## src/rtl/pfm_pkg.sv

```systemverilog
package pfm_pkg;

  typedef enum logic [1:0] {
    PH_IDLE = 2'd0,
    PH_ON   = 2'd1,
    PH_OFF  = 2'd2
  } pfm_phase_t;

  function automatic int cnt_width(input int lim);
    return (lim > 1) ? $clog2(lim) : 1;
  endfunction

endpackage

```

## src/rtl/pfm_sat_cnt.sv

```systemverilog
module pfm_sat_cnt #(
  parameter int LIM      = 4,
  parameter bit RST_FULL = 1'b0
) (
  input  logic clk,
  input  logic rst_n,
  input  logic clr,
  input  logic inc,
  output logic full
);
  localparam int W = pfm_pkg::cnt_width(LIM);
  localparam logic [W-1:0] TOP = W'(LIM - 1);

  logic [W-1:0] cnt_q;
  logic [W-1:0] cnt_d;

  assign full = (cnt_q == TOP);

  always_comb begin
    cnt_d = cnt_q;
    if (clr) begin
      cnt_d = '0;
    end else if (inc && !full) begin
      cnt_d = cnt_q + W'(1);
    end
  end

  always_ff @(posedge clk or negedge rst_n) begin
    if (!rst_n) begin
      cnt_q <= RST_FULL ? TOP : '0;
    end else begin
      cnt_q <= cnt_d;
    end
  end

  // once saturated, the counter holds until cleared
  p_sat_hold_r6: assert property (@(posedge clk) disable iff (!rst_n)
    (full && !clr) |=> full);

endmodule

```

## src/rtl/pfm_on_term.sv

```systemverilog
module pfm_on_term (
  input  logic first_pulse,
  input  logic ipk_hit,
  input  logic ihalf_hit,
  input  logic ovp_hit,
  input  logic on_full,
  output logic end_on
);
  logic cur_hit;

  always_comb begin
    cur_hit = first_pulse ? ihalf_hit : ipk_hit;
    end_on  = cur_hit || ovp_hit || on_full;
  end

endmodule

```

## src/rtl/pfm_seq.sv

```systemverilog
module pfm_seq
  import pfm_pkg::*;
(
  input  logic clk,
  input  logic rst_n,
  input  logic sw_permit,
  input  logic ihalf_hit,
  input  logic ovp_hit,
  input  logic izc_hit,
  input  logic end_on,
  input  logic on_full,
  input  logic off_full,
  input  logic per_full,
  output logic first_pulse,
  output logic in_on,
  output logic in_off,
  output logic start_on,
  output logic start_off,
  output logic gate_on,
  output logic sw_active
);
  pfm_phase_t ph_q, ph_d;
  logic       act_q, act_d;
  logic       first_q, first_d;

  always_comb begin
    ph_d    = ph_q;
    act_d   = act_q;
    first_d = first_q;
    unique case (ph_q)
      PH_IDLE: begin
        if (sw_permit && per_full) begin
          ph_d  = PH_ON;
          act_d = 1'b1;
        end
      end
      PH_ON: begin
        if (end_on) begin
          ph_d    = PH_OFF;
          first_d = 1'b0;
        end
      end
      PH_OFF: begin
        if (off_full && izc_hit && per_full) begin
          if (sw_permit) begin
            ph_d = PH_ON;
          end else begin
            ph_d    = PH_IDLE;
            act_d   = 1'b0;
            first_d = 1'b1;
          end
        end
      end
      default: begin
        ph_d    = PH_IDLE;
        act_d   = 1'b0;
        first_d = 1'b1;
      end
    endcase
  end

  always_ff @(posedge clk or negedge rst_n) begin
    if (!rst_n) begin
      ph_q    <= PH_IDLE;
      act_q   <= 1'b0;
      first_q <= 1'b1;
    end else begin
      ph_q    <= ph_d;
      act_q   <= act_d;
      first_q <= first_d;
    end
  end

  assign in_on       = (ph_q == PH_ON);
  assign in_off      = (ph_q == PH_OFF);
  assign start_on    = (ph_d == PH_ON)  && (ph_q != PH_ON);
  assign start_off   = (ph_d == PH_OFF) && (ph_q != PH_OFF);
  assign gate_on     = in_on;
  assign sw_active   = act_q;
  assign first_pulse = first_q;

  // a pulse only starts from a sampled permit
  p_permit_gate_r2: assert property (@(posedge clk) disable iff (!rst_n)
    $rose(gate_on) |-> $past(sw_permit));

  // half-peak ends the first pulse of a burst
  p_first_half_r4: assert property (@(posedge clk) disable iff (!rst_n)
    (gate_on && first_pulse && ihalf_hit) |=> !gate_on);

  // overvoltage ends any pulse
  p_ovp_stop_r5: assert property (@(posedge clk) disable iff (!rst_n)
    (gate_on && ovp_hit) |=> !gate_on);

  // timeout ends the pulse
  p_ton_cap_r6: assert property (@(posedge clk) disable iff (!rst_n)
    (gate_on && on_full) |=> !gate_on);

  // no new pulse before the OFF floor has elapsed
  p_off_min_r7: assert property (@(posedge clk) disable iff (!rst_n)
    (in_off && !off_full) |=> !gate_on);

  // pulse starts respect the spacing counter
  p_period_r8: assert property (@(posedge clk) disable iff (!rst_n)
    $rose(gate_on) |-> $past(per_full));

  // idle controller always has the first-pulse rule armed
  p_idle_rearm_r9: assert property (@(posedge clk) disable iff (!rst_n)
    !sw_active |-> first_pulse);

  // every pulse lies inside an active burst
  p_active_cover_r10: assert property (@(posedge clk) disable iff (!rst_n)
    gate_on |-> sw_active);

endmodule

```

## src/rtl/pfm_switch_ctrl.sv

```systemverilog
module pfm_switch_ctrl #(
  parameter int TON_MAX_CYC    = 1000,
  parameter int TOFF_MIN_CYC   = 20,
  parameter int PERIOD_MIN_CYC = 100
) (
  input  logic clk,
  input  logic rst_n,
  input  logic sw_permit,
  input  logic ipk_hit,
  input  logic ihalf_hit,
  input  logic izc_hit,
  input  logic ovp_hit,
  output logic gate_on,
  output logic sw_active
);
  logic first_pulse;
  logic in_on, in_off;
  logic start_on, start_off;
  logic on_full, off_full, per_full;
  logic end_on;

  pfm_sat_cnt #(.LIM(TON_MAX_CYC), .RST_FULL(1'b0)) u_on_cnt (
    .clk  (clk),
    .rst_n(rst_n),
    .clr  (start_on),
    .inc  (in_on),
    .full (on_full)
  );

  pfm_sat_cnt #(.LIM(TOFF_MIN_CYC), .RST_FULL(1'b0)) u_off_cnt (
    .clk  (clk),
    .rst_n(rst_n),
    .clr  (start_off),
    .inc  (in_off),
    .full (off_full)
  );

  pfm_sat_cnt #(.LIM(PERIOD_MIN_CYC), .RST_FULL(1'b1)) u_per_cnt (
    .clk  (clk),
    .rst_n(rst_n),
    .clr  (start_on),
    .inc  (1'b1),
    .full (per_full)
  );

  pfm_on_term u_term (
    .first_pulse(first_pulse),
    .ipk_hit    (ipk_hit),
    .ihalf_hit  (ihalf_hit),
    .ovp_hit    (ovp_hit),
    .on_full    (on_full),
    .end_on     (end_on)
  );

  pfm_seq u_seq (
    .clk        (clk),
    .rst_n      (rst_n),
    .sw_permit  (sw_permit),
    .ihalf_hit  (ihalf_hit),
    .ovp_hit    (ovp_hit),
    .izc_hit    (izc_hit),
    .end_on     (end_on),
    .on_full    (on_full),
    .off_full   (off_full),
    .per_full   (per_full),
    .first_pulse(first_pulse),
    .in_on      (in_on),
    .in_off     (in_off),
    .start_on   (start_on),
    .start_off  (start_off),
    .gate_on    (gate_on),
    .sw_active  (sw_active)
  );

endmodule

```

## config.mk

```make
export PLATFORM = sky130hd
export DESIGN_NAME = pfm_switch_ctrl
export DESIGN_NICKNAME = d
export VERILOG_FILES = /design/src/rtl/pfm_pkg.sv /design/src/rtl/pfm_sat_cnt.sv /design/src/rtl/pfm_on_term.sv /design/src/rtl/pfm_seq.sv /design/src/rtl/pfm_switch_ctrl.sv
export SDC_FILE = /design/constraint.sdc
export NUM_CORES = 1
export LEC_CHECK = 0
export BUFFER_PORTS_ARGS = -buffer_cell sky130_fd_sc_hd__buf_2
export CORE_MARGIN = 10
export CORE_UTILIZATION = 35
export CTS_CLUSTER_DIAMETER = 200
export DETAILED_ROUTE_END_ITERATION = 10
export GPL_TIMING_DRIVEN = 0
export SYNTH_ARGS = -nofsm -noshare
export SYNTH_HDL_FRONTEND = slang
export SYNTH_HIERARCHICAL = 1
export SYNTH_SLANG_ARGS = --single-unit
```

## constraint.sdc

```tcl
create_clock -name clk -period 2.9 [get_ports clk]
set_input_delay 0.58 -clock clk [delete_from_list [all_inputs] [get_ports clk]]
set_output_delay 0.58 -clock clk [all_outputs]
set_load 0.01 [all_outputs]
```

==> impl_metrics.env, run 1 <==
export IMPL_status="finished clean"
export IMPL_dp_slack_ns=-0.173
export IMPL_max_vdd_ir_drop_mv=0.403
export IMPL_skew_ns=0.00229
export IMPL_instances_no_fill=222
export IMPL_drt_iter0_drc=49
export IMPL_drt_drc_violations_left=0
export IMPL_ios=9
export IMPL_multi_input_area_um2=830
export IMPL_start_kind="register"
export IMPL_dp_cells=218
export IMPL_cts_setup_buffers=0
export IMPL_synth_main_ff_cell="dfrtp_1"
export IMPL_rsz0062_at_grt="false"
export IMPL_cpMaxStageDelayCell="dfstp_2"
export IMPL_synth_ff_latch_count=26
export IMPL_gp_congestion=0.733
export IMPL_numCtsBuffers=3
export IMPL_synth_warnings=6
export IMPL_synth_top_area_cell="dfrtp_1"
export IMPL_setup_viol=0
export IMPL_hold_viol=0
export IMPL_crit_required_ns=3.05
export IMPL_ys_async_sr_fraction_pct=100
export IMPL_post_drt_wl_per_cell_um=14.7
export IMPL_diodes=0
export IMPL_dr_total_vias=1243
export IMPL_setup_worst_path_class="reg -> reg"
export IMPL_fin_ws_ns=0.316
export IMPL_initial_utilization_pct=35.8
export IMPL_slew_violations=0
export IMPL_yosysSeqAreaShare_pct=42.7
export IMPL_dr_pass1_iters=4
export IMPL_fp_row_count=24
export IMPL_grt_pass1_wl_um=5550
export IMPL_grt_util_all_layers_pct=8.89
export IMPL_drt_wl_total_um=3260
export IMPL_die_h_um=86.3
export IMPL_leakage_nw=0.723
export IMPL_ys_top_cells_by_area="dfrtp_1 34%, dfstp_2 8.5%, a21oi_1 3.3%"
export IMPL_grt_pass1_vias=1234
export IMPL_clkLatencyLatePin_ns=0.27
export IMPL_cts_root_buffer="clkbuf_8"
export IMPL_crit_arrival_ns=2.73
export IMPL_synthCells=158
export IMPL_finalCriticalPeriod_ns=2.58
export IMPL_path_clk_slew_ns=0.09
export IMPL_worst_pin_slew_ns=0.584
export IMPL_powerDensity_nw_per_um2=681
export IMPL_port_buffers=8
export IMPL_ff2ff_path_depth=8
export IMPL_yosysMostFrequentCell="dfrtp_1"
export IMPL_synth_common_cells="21 x dfrtp_1, 12 x nand2_1, 12 x nor2_1"
export IMPL_cts_sinks=26
export IMPL_relSlewSlack_pct=61.1
export IMPL_finalNetCount=181
export IMPL_dieArea_um2=7450
export IMPL_finalSetupTns_ns=0
export IMPL_num_fill_cells=427
export IMPL_ant_nets=0
export IMPL_dpl_hpwl_um=2350
export IMPL_grt_max_degree=27
export IMPL_drive_above_1_share_pct=20.6
export IMPL_max_stage_delay_ns=0.57
export IMPL_syn_cell_area_um2=1540
export IMPL_overflow=0
export IMPL_tritoncts="built"
export IMPL_avgSynthCellArea_um2=9.74
export IMPL_cts_max_level=1
export IMPL_routed_via_density=5.60
export IMPL_critPathMaxFanout=6
export IMPL_antenna_found_initial=0
export IMPL_maxCapViolations=0
export IMPL_period_share_pct=89.1
export IMPL_area_growth_pct=12.8
export IMPL_synth_nets=168
export IMPL_design_core_area_um2=4290
export IMPL_critPathCaptureType="register"
export IMPL_die_w_um=86.3
export IMPL_cts_buffer_depth=2
export IMPL_synthDistinctLibCells=51
export IMPL_synth_top_cell_area_share_pct=34.1
export IMPL_synth_edf_count=0
export IMPL_hp_class="in -> async"
export IMPL_crit_chain="ha_1 -> inv_1 -> nor4_2 -> nand2_1 -> a211oi_4 -> nand3b_1 -> a21oi_1 -> or4_1"
export IMPL_fmax_mhz=387
export IMPL_regArea_um2=657
==> through the flow <==
| step | hold WS, ns | area (um^2) | power, mW | util [%] |
|---|---|---|---|---|
| after CTS | 0.317 | 1720 | 1.19 | 40.1 |
| after global routing | 0.326 | 1740 | 1.28 | 40.4 |
| after global placement | 0.497 | 1640 | 0.852 | 38.3 |
| final | 0.295 | 1740 | 1.18 | 40.4 |
| after detailed placement | 0.519 | 1640 | 0.877 | 38.3 |
| after floorplan | 0.284 | 1540 | 0.793 | - |
==> final cells by class <==
| type | instances | area share, % |
|---|---|---|
| repair buffers | 8 | 2.31 |
| flip-flops and latches | 26 | 37.9 |
| well taps | 52 | 3.75 |
| inverters | 8 | 1.73 |
| clock inverters | 1 | 1.73 |
| plain buffers | 5 | 2.45 |
| clock buffers | 3 | 2.38 |
| multi-input cells | 119 | 47.8 |
==> repair_timing <==
action                                  4_1_cts  5_1_grt
gates resized for setup                       1        4
hold buffers                                  0        0
endpoints found under the setup margin        3        3
==> power breakdown <==
part / internal [mW] / switching, mW
Sequential: 0.465 / 0.102
Clock: 0.185 / 0.119
Combinational: 0.148 / 0.163
Total: 0.798 / 0.384
==> sequential cells by signal, indices dropped and copies added (netlist names) <==
register / flops
u_on_cnt/cnt_q: 10
u_per_cnt/cnt_q: 7
u_seq/sw_active: 1
u_seq/first_pulse: 1
u_off_cnt/cnt_q: 5
u_seq/ph_q: 2
==> placed cells by master, fill, tap and decap left out, drive strengths merged, types with 3 or more instances in the layout <==
master  netlist  routed
and4bb        3       3
inv           8       8
nor2         12      12
o31ai         4       4
ha            3       3
a21oi        11      11
nand2b        5       5
buf           4      12
or3           5       5
o21ai         5       5
nor2b         4       4
dfstp         5       5
nor3b         3       3
nand2        12      12
or4           5       5
dfrtp        21      21
nand3         5       5
clkbuf        1       4
nand4         8       8
xor2          4       4
==> metal layers <==
layer,up-vias,GRT usage (%),wire length [um]
met4,0,1.33,19
met2,17,15.6,1700
li1,602,-,-
met1,620,10.3,1390
met5,-,0,0
met3,4,3.19,145
==> final timing paths <==
kind	from	to	slack (ns)
worst min register to register	u_per_cnt/cnt_q[6]	u_per_cnt/cnt_q[6]	0.54
min in group clk	u_per_cnt/cnt_q[6]	u_per_cnt/cnt_q[6]	0.54
worst max-delay path	u_per_cnt/cnt_q[0]	u_on_cnt/cnt_q[1]	0.32
max in group asynchronous	rst_n	u_off_cnt/cnt_q[4]	2.22
worst max register to register	u_per_cnt/cnt_q[0]	u_on_cnt/cnt_q[1]	0.32
worst min-delay path	rst_n	u_on_cnt/cnt_q[9]	0.30
==> cell families (layout without fill, tap and decap cells) <==
family                   Yosys count  count (layout)  share of synthesized area, %
buffers and inverters             13              25                          4.63
multiplexers                       3               3                          2.03
AND/OR/NAND/NOR                   73              73                          30.5
AO/OA/AOI/OAI                     34              34                          14.6
adder cells (fa/ha/maj)            3               3                          2.44
other                              1               1                         0.244
flip-flops                        26              26                          42.7
XOR/XNOR                           5               5                          2.85
==> critical path, delay by kind of cell, from the launching register on <==
| family | cells | cell delay (ns) |
|---|---|---|
| AOI/OAI and AO/OA | 2 | 0.40 |
| adders and majority gates | 1 | 0.22 |
| buffers and inverters | 1 | 0.07 |
| DFF | 1 | 0.57 |
| and+or+nand+nor | 4 | 1.19 |
(Power assumes the default switching activity.)
==> inputs of run 2 (changes only) <==
- clock period: 2.9 -> 2.4 ns (I/O delays scaled with it)
==> impl_metrics.env, run 2 (synthesized netlist as in run 1, its figures left out) <==
export IMPL_hp_class="in -> async"
export IMPL_layout_common_cells="21 x dfrtp_1, 12 x nor2_1, 11 x nand2_1, 10 x a21oi_1"
export IMPL_antenna_found_initial=0
export IMPL_grt_pass1_vias=1248
export IMPL_multi_input_area_um2=856
export IMPL_clkLatencyLatePin_ns=0.27
export IMPL_setup_viol=0
export IMPL_cts_buffer_depth=2
export IMPL_relSlewSlack_pct=60.9
export IMPL_grt_pass1_wl_um=5810
export IMPL_design_core_area_um2=4290
export IMPL_power_mw=1.39
export IMPL_area_growth_pct=15.7
export IMPL_path_clk_slew_ns=0.09
export IMPL_dieArea_um2=7450
export IMPL_crit_required_ns=2.55
export IMPL_largest_register="u_on_cnt/cnt_q"
export IMPL_dpl_hpwl_um=2370
export IMPL_finalNetCount=187
export IMPL_cts_max_level=1
export IMPL_diodes=0
export IMPL_max_vdd_ir_drop_mv=0.378
export IMPL_slew_violations=0
export IMPL_hold_viol=0
export IMPL_leakage_nw=0.746
export IMPL_setup_worst_path_class="reg -> reg"
export IMPL_cts_root_buffer="clkbuf_8"
export IMPL_cpMaxStageDelayCell="dfstp_2"
export IMPL_largest_reg_flops=10
export IMPL_port_buffers=8
export IMPL_crit_chain="ha_4 -> inv_1 -> nor4_4 -> nand2_2 -> a211oi_4 -> nand2b_1 -> nor2_1 -> or4_1"
export IMPL_period_share_pct=95.2
export IMPL_initial_utilization_pct=35.8
export IMPL_cp_top_family="simple AND/OR/NAND/NOR gates"
export IMPL_num_fill_cells=419
export IMPL_numCtsBuffers=3
export IMPL_drive_above_1_share_pct=24.4
export IMPL_start_kind="register"
export IMPL_routed_via_density=5.46
export IMPL_ios=9
export IMPL_die_w_um=86.3
export IMPL_grt_max_degree=27
export IMPL_worst_pin_slew_ns=0.587
export IMPL_ant_nets=0
export IMPL_largestRegisters="u_on_cnt/cnt_q x10, u_per_cnt/cnt_q x7, u_off_cnt/cnt_q x5"
export IMPL_dp_slack_ns=-0.407
export IMPL_crit_arrival_ns=2.44
export IMPL_tritoncts="built"
export IMPL_critPathCaptureType="register"
export IMPL_layout_commonest_cell="dfrtp_1"
export IMPL_ff2ff_setup_slack_ns=0.12
export IMPL_cts_sinks=26
export IMPL_post_drt_wl_per_cell_um=14.8
export IMPL_dr_total_vias=1246
export IMPL_powerDensity_nw_per_um2=781
export IMPL_regArea_um2=657
export IMPL_overflow=0
export IMPL_die_h_um=86.3
export IMPL_critPathBufInv=1
export IMPL_status="finished clean"
export IMPL_gp_congestion=0.780
export IMPL_drt_drc_violations_left=0
export IMPL_drt_wl_total_um=3370
export IMPL_critPathMaxFanout=5
export IMPL_finalSetupTns_ns=0
export IMPL_finalCriticalPeriod_ns=2.28
export IMPL_dr_pass1_iters=4
export IMPL_drt_iter0_drc=50
export IMPL_max_stage_delay_ns=0.60
export IMPL_maxCapViolations=0
export IMPL_timing_hold_ws_ns=0.195
export IMPL_fmax_mhz=438
export IMPL_grt_util_all_layers_pct=9.43
export IMPL_skew_ns=0.00464
export IMPL_fp_row_count=24
export IMPL_fin_ws_ns=0.116
## run 2: cell count changes in the layout (fill, tap and decap cells not counted), sizes merged
cell | previous run | this run
bufinv | 1 | 0
buf | 12 | 18
clkbuf | 4 | 5
## run 2: worst reg2reg max path, stage by stage (launching register included)
cell and delay (ns):
dfstp_2 0.60, ha_4 0.16, inv_1 0.06, nor4_4 0.19, nand2_2 0.12, a211oi_4 0.31, nand2b_1 0.18, nor2_1 0.05
or4_1 0.51
## run 2: power by group
part | switching [mW] | leakage [nW] | internal (mW)
Clock | 0.140 | 0.0228 | 0.119
Combinational | 0.218 | 0.441 | 0.221
Sequential | 0.132 | 0.282 | 0.562
## run 2: worst paths after layout
| check | from | to | cells after the start |
|---|---|---|---|
| max | u_per_cnt/cnt_q[0] | u_on_cnt/cnt_q[1] | 8 |
| min | rst_n | u_on_cnt/cnt_q[1] | 1 |
| max reg2reg | u_per_cnt/cnt_q[0] | u_on_cnt/cnt_q[1] | 8 |
| min reg2reg | u_per_cnt/cnt_q[6] | u_per_cnt/cnt_q[6] | 2 |
| max in group asynchronous | rst_n | u_seq/ph_q[1] | 1 |
| min in group clk | u_per_cnt/cnt_q[6] | u_per_cnt/cnt_q[6] | 2 |
## run 2: area by class of cell
| cell class | count | area share, % |
|---|---|---|
| Multi-Input combinational cell | 119 | 48.1 |
| Sequential cell | 26 | 36.9 |
| Timing Repair Buffer | 14 | 4.78 |
| Tap cell | 52 | 3.65 |
| Clock buffer | 4 | 2.53 |
| Buffer | 5 | 2.39 |
| Inverter | 8 | 1.69 |
## run 2: per-stage QoR
stage	instances	cell area, um^2	utilization [%]
2_1_floorplan	158	1540	-
3_3_place_gp	218	1650	38.4
3_5_place_dp	218	1650	38.4
4_1_cts	225	1750	40.6
5_1_grt	228	1780	41.5
6_report	228	1780	41.5
## run 2: timing repair
action	in CTS	in global routing
pin swaps	2	5
endpoints found under the hold margin	0	0
buffers inserted	3	3
setup endpoints to repair	10	4
gates resized for setup	6	2
hold buffers	0	0
## run 2: routing by layer
metal,track usage [%],vias to the layer above,wire (um)
met4,3.09,0,45
li1,-,617,-
met1,10.5,612,1490
met2,16.5,13,1700
met3,3.10,4,125
met5,0,-,0
